<file path="src/rtl/fb_ctl_regs.sv">
module fb_ctl_regs #(
  parameter int ADDR_W = 5,
  parameter int DATA_W = 8,
  parameter int BASE = 16,
  parameter int SPAN = 16,
  parameter int IRQ_BIT = 7,
  parameter logic [DATA_W-1:0] ID_BITS = 8'h61
) (
  input  logic              clk,
  input  logic              rst_n,
  input  logic              acc_en,
  input  logic              acc_wr,
  input  logic [ADDR_W-1:0] acc_addr,
  input  logic [DATA_W-1:0] acc_wdata,
  output logic [DATA_W-1:0] acc_rdata,
  input  logic              frame_end,
  output logic              irq
);
  localparam int OFS_W = $clog2(SPAN);
  localparam logic [ADDR_W:0] LO = (ADDR_W+1)'(BASE);
  localparam logic [ADDR_W:0] HI = (ADDR_W+1)'(BASE + SPAN);
  localparam logic [OFS_W-1:0] CTRL_IX = OFS_W'(0);
  localparam logic [OFS_W-1:0] STAT_IX = OFS_W'(1);

  logic [DATA_W-1:0] bank [SPAN];
  logic              pend_q;
  logic [ADDR_W:0]   addr_x;
  logic              in_win;
  logic [OFS_W-1:0]  ofs;
  logic              wr_hit;
  logic              stat_wr;
  logic              arm;
  logic [ADDR_W-1:0] rel;

  assign addr_x  = {1'b0, acc_addr};
  assign in_win  = (addr_x >= LO) && (addr_x < HI);
  assign rel     = acc_addr - ADDR_W'(BASE);
  assign ofs     = rel[OFS_W-1:0];
  assign wr_hit  = acc_en && acc_wr && in_win;
  assign stat_wr = wr_hit && (ofs == STAT_IX);
  assign arm     = bank[CTRL_IX][IRQ_BIT];
  assign irq     = pend_q;

  always_ff @(posedge clk) begin
    if (!rst_n) begin
      for (int i = 0; i < SPAN; i++) bank[i] <= '0;
    end else if (wr_hit && ofs != STAT_IX) begin
      bank[ofs] <= acc_wdata;
    end
  end

  always_ff @(posedge clk) begin
    if (!rst_n)                 pend_q <= 1'b0;
    else if (frame_end && arm)  pend_q <= 1'b1;
    else if (stat_wr)           pend_q <= 1'b0;
  end

  always_comb begin
    if (!acc_en || !in_win)     acc_rdata = '0;
    else if (ofs == STAT_IX)    acc_rdata = ID_BITS | (DATA_W'(pend_q) << IRQ_BIT);
    else                        acc_rdata = bank[ofs];
  end

  a_r4_frame_sets: assert property (@(posedge clk) disable iff (!rst_n)
    (frame_end && arm) |=> irq);
  a_r4_unarmed_idle: assert property (@(posedge clk) disable iff (!rst_n)
    (frame_end && !arm && !irq) |=> !irq);
  a_r5_ack_clears: assert property (@(posedge clk) disable iff (!rst_n)
    (stat_wr && !frame_end) |=> !irq);
  a_r6_set_wins: assert property (@(posedge clk) disable iff (!rst_n)
    (stat_wr && frame_end && arm) |=> irq);
  a_r7_hold: assert property (@(posedge clk) disable iff (!rst_n)
    (!frame_end && !stat_wr) |=> $stable(irq));
  a_r3_status_bit: assert property (@(posedge clk) disable iff (!rst_n)
    (acc_en && in_win && ofs == STAT_IX) |-> (acc_rdata[IRQ_BIT] == irq));
  a_r9_off_window: assert property (@(posedge clk) disable iff (!rst_n)
    (acc_en && !in_win) |-> (acc_rdata == '0));
endmodule

</file>
<file path="config.mk">
export PLATFORM = sky130hd
export DESIGN_NAME = fb_ctl_regs
export DESIGN_NICKNAME = d
export VERILOG_FILES = /design/src/rtl/fb_ctl_regs.sv
export SDC_FILE = /design/constraint.sdc
export NUM_CORES = 1
export LEC_CHECK = 0
export ABC_AREA = 0
export BUFFER_PORTS_ARGS = -buffer_cell sky130_fd_sc_hd__buf_2
export CAP_MARGIN = 15
export CORE_UTILIZATION = 60
export CTS_CLUSTER_DIAMETER = 150
export DETAILED_ROUTE_END_ITERATION = 10
export PLACE_DENSITY = 0.78
export SETUP_SLACK_MARGIN = 0.05
export SYNTH_ARGS = -nofsm -noshare
export SYNTH_HDL_FRONTEND = slang
export SYNTH_SLANG_ARGS = --single-unit
</file>
<file path="constraint.sdc">
create_clock -name clk -period 2.35 [get_ports clk]
set_input_delay 0.235 -clock clk [delete_from_list [all_inputs] [get_ports clk]]
set_output_delay 0.235 -clock clk [all_outputs]
set_load 0.02 [all_outputs]
</file>
==> impl_metrics.py <==
metrics = {
    "outcome": {
        "status": "completed",
    },
    "critical_path": {
        "worst_setup_path_start_kind": "flop",
        "reg2regPathDepth": 2,
        "cp_max_fo": 1,
        "end_kind": "primary output",
        "worstPathRequired_ps": 2120,
        "worstSetupPathType": "flop to primary output",
        "arrival_ps": 2020,
    },
    "clocking": {
        "cts.htree.levels": 4,
        "cts-root-buf": "clkbuf_8",
        "cts_buffers": 17,
        "insertion_delay_ps": 530,
        "clk_path_buf_depth": 2,
        "cts_tree": "built",
        "clkTransAtPathRegs_ps": 60,
        "clock-sinks": 125,
        "cts_setup_buffers": 0,
    },
    "sta": {
        "worst_pin_slew_ps": 755,
        "slew_headroom": 0.490,
        "final.period_utilization": 0.960,
        "period_needed_ps": 2260,
        "finClkSkew_ps": 6.40,
        "setup_viol": 0,
        "timing.final.max_slew_violations": 0,
        "fmax_mhz": 443,
        "setup_tns_ps": 0,
        "setup_slack_ps": 93.3,
        "hold_viol_final": 0,
        "rsz0062_at_grt": "yes",
    },
    "floorplanning": {
        "die_x_um": 101,
        "chipHeight_um": 101,
        "initial_core_util": 0.628,
        "die_area_um2": 10300,
        "io_pins": 27,
        "core_area_um2": 9420,
        "rows": 35,
    },
    "cells_and_area": {
        "drive_gt1_frac": 0.238,
        "fillers": 590,
        "area_growth_pct": 17.6,
        "fin_nets": 484,
        "n_antenna_cell": 0,
        "fin_cells": 608,
        "fin_area_um2": 6960,
    },
    "grt": {
        "grt_antenna_before_repair": 0,
        "grt_first_pass_wirelength_um": 20900,
        "gr-total-overflow": 0,
        "grt_usage": 0.299,
        "grt_pass1_vias": 3707,
        "grt_start_max_net_pins": 24,
    },
    "place": {
        "dp_hpwl_um": 9000,
        "routabilityCongestion": 0.919,
        "port_buffers": 26,
        "dp_slack_ps": 251,
        "post_dp_cell_area_um2": 6340,
        "dp.cells": 574,
    },
    "synthesis": {
        "synth_xor_area_frac": 0,
        "synth_compound_area_frac": 0.0436,
        "synthesis.instances": 409,
        "synth_mux_area_frac": 0.124,
        "ys_seq_elements": 125,
        "synth_cell_types": 31,
        "synth_area_per_cell_um2": 14.5,
        "yosys_warnings": 0,
        "synth_top_family_by_area": "simple AND/OR/NAND/NOR gates",
        "mappedNetlistArea_um2": 5920,
        "synth-adder-area-share": 0,
        "synth-simple-area-share": 0.172,
        "ys_seq_area_frac": 0.633,
    },
    "power_and_ir_drop": {
        "power_frac_clock": 0.461,
        "vdd_drop_max_uv": 1010,
        "p_leak_nw": 2.57,
        "p_sw_mw": 1.26,
        "switching_share": 0.225,
        "seqPwrFrac": 0.465,
        "power_density_nw_per_um2": 805,
        "combinationalPowerShare": 0.074,
        "total_power_mw": 5.60,
        "p_int_mw": 4.34,
    },
    "routing": {
        "antenna_left": 0,
        "dr.pass1.iters": 5,
        "wl_per_cell_um": 22.8,
        "vias_per_cell": 6.07,
        "drc": 0,
        "vias": 3691,
        "first_iter_violations": 323,
        "wirelength_um": 13900,
    },
    "worst_hold_path": {
        "hp-class": "primary input to flop",
        "hold_path_depth": 4,
    },
    "job": {
        "max_cap_violations": 0,
    },
}
state kept, by name, summed over array words and instances, names as in the netlist:
signal and flops:
bank 124, irq 1
cell usage after synthesis:
cell | count | share of area
inv_1 | 2 | 0.0013
nor2b_1 | 1 | 0.0011
and4_1 | 1 | 0.0015
nor3_1 | 1 | 0.00085
mux4_1 | 9 | 0.040
nor2_1 | 21 | 0.013
clkbuf_1 | 13 | 0.0082
mux4_2 | 14 | 0.053
edfxtp_1 | 124 | 0.63
o211ai_1 | 1 | 0.0013
mux2i_1 | 17 | 0.029
a211oi_1 | 9 | 0.011
buf_2 | 6 | 0.0051
nand2_1 | 11 | 0.0070
and2b_1 | 1 | 0.0013
nand3_1 | 2 | 0.0017
nand3b_1 | 1 | 0.0013
buf_4 | 3 | 0.0038
mux2_2 | 1 | 0.0019
o22ai_1 | 4 | 0.0042
dfxtp_1 | 1 | 0.0034
buf_6 | 3 | 0.0057
o21ai_0 | 15 | 0.013
nand2b_1 | 6 | 0.0063
conb_1 | 1 | 0.00063
nor3_2 | 3 | 0.0051
and2_1 | 125 | 0.13
buf_12 | 1 | 0.0034
a21oi_1 | 5 | 0.0042
o31ai_1 | 3 | 0.0038
o311ai_0 | 4 | 0.0059
metrics by stage:
| stage | hold WS (ps) | util |
|---|---|---|
| floorplan | 371 | - |
| CTS | 92.7 | 0.737 |
| detailed placement | 494 | 0.673 |
| global route | 119 | 0.739 |
| global placement | 477 | 0.673 |
| finish | 126 | 0.739 |
cell usage in the layout, fill, tap and decap left out, types with 3 or more instances in the layout:
cell	synthesis	layout
a211oi_1	9	6
a211oi_2	0	3
a21oi_1	5	5
and2_1	125	125
buf_2	6	26
buf_4	3	32
bufinv_16	0	3
clkbuf_16	0	16
clkinv_2	0	3
clkinvlp_4	0	3
conb_1	1	4
edfxtp_1	124	124
mux2i_1	17	15
mux4_1	9	8
mux4_2	14	15
nand2_1	11	11
nand2b_1	6	6
nor2_1	21	21
nor3_2	3	3
o21ai_0	15	15
o22ai_1	4	4
o311ai_0	4	3
o31ai_1	3	3
logic make-up (layout without fill, tap and decap cells):
| kind of cell | Yosys count | after routing |
|---|---|---|
| compound gates | 41 | 41 |
| buf+inv | 28 | 95 |
| flops | 125 | 125 |
| mux | 41 | 41 |
| other cells | 1 | 4 |
| simple gates | 173 | 173 |
power groups by stage:
stage / registers (mW) / logic [mW] / clock network (mW)
after CTS: 2.60 / 0.407 / 2.59
final: 2.60 / 0.415 / 2.58
after detailed placement: 2.65 / 0.394 / 0
after floorplan: 2.63 / 0.245 / 0
after global routing: 2.61 / 0.438 / 2.69
after global placement: 2.64 / 0.384 / 0
path summary, 6_finish.rpt:
check                   start           end  slack (ps)
setup / recovery  bank[11][4]  acc_rdata[4]          90
hold / removal         acc_wr           irq         130
setup reg to reg          irq           irq        1670
hold reg to reg           irq           irq         530
per-layer routing:
layer  track usage  vias to the layer above  share of wire
li1              -                     1629              -
met1         0.367                     1824           0.37
met2         0.484                      203           0.50
met3         0.101                       35           0.10
met4         0.136                        0          0.031
met5             0                        -              0
worst max-delay path: stages (launching register included):
cell,delay (ps)
edfxtp_1,400
mux4_2,470
and2_1,180
a211oi_2,200
a211oi_1,60
buf_2,170
layout make-up:
class / count / area (um2) / share of cell area
clock buffers: 17 / 414 / 0.0595
clock inverters: 15 / 170 / 0.0245
inverters: 2 / 7.51 / 0.00108
multi-input cells: 259 / 2040 / 0.293
flip-flops and latches: 125 / 3740 / 0.538
well taps: 129 / 161 / 0.0232
repair buffers: 61 / 420 / 0.0604
repair_timing:
| item | CTS | global route |
|---|---|---|
| resized for setup | 4 | 4 |
| gates cloned | 0 | 0 |
| hold endpoints to repair | 1 | 0 |
| pin swaps | 0 | 1 |
| hold buffers | 1 | 0 |
| setup endpoints to repair | 3 | 5 |
Note: power is estimated with default switching activity, not from simulation.
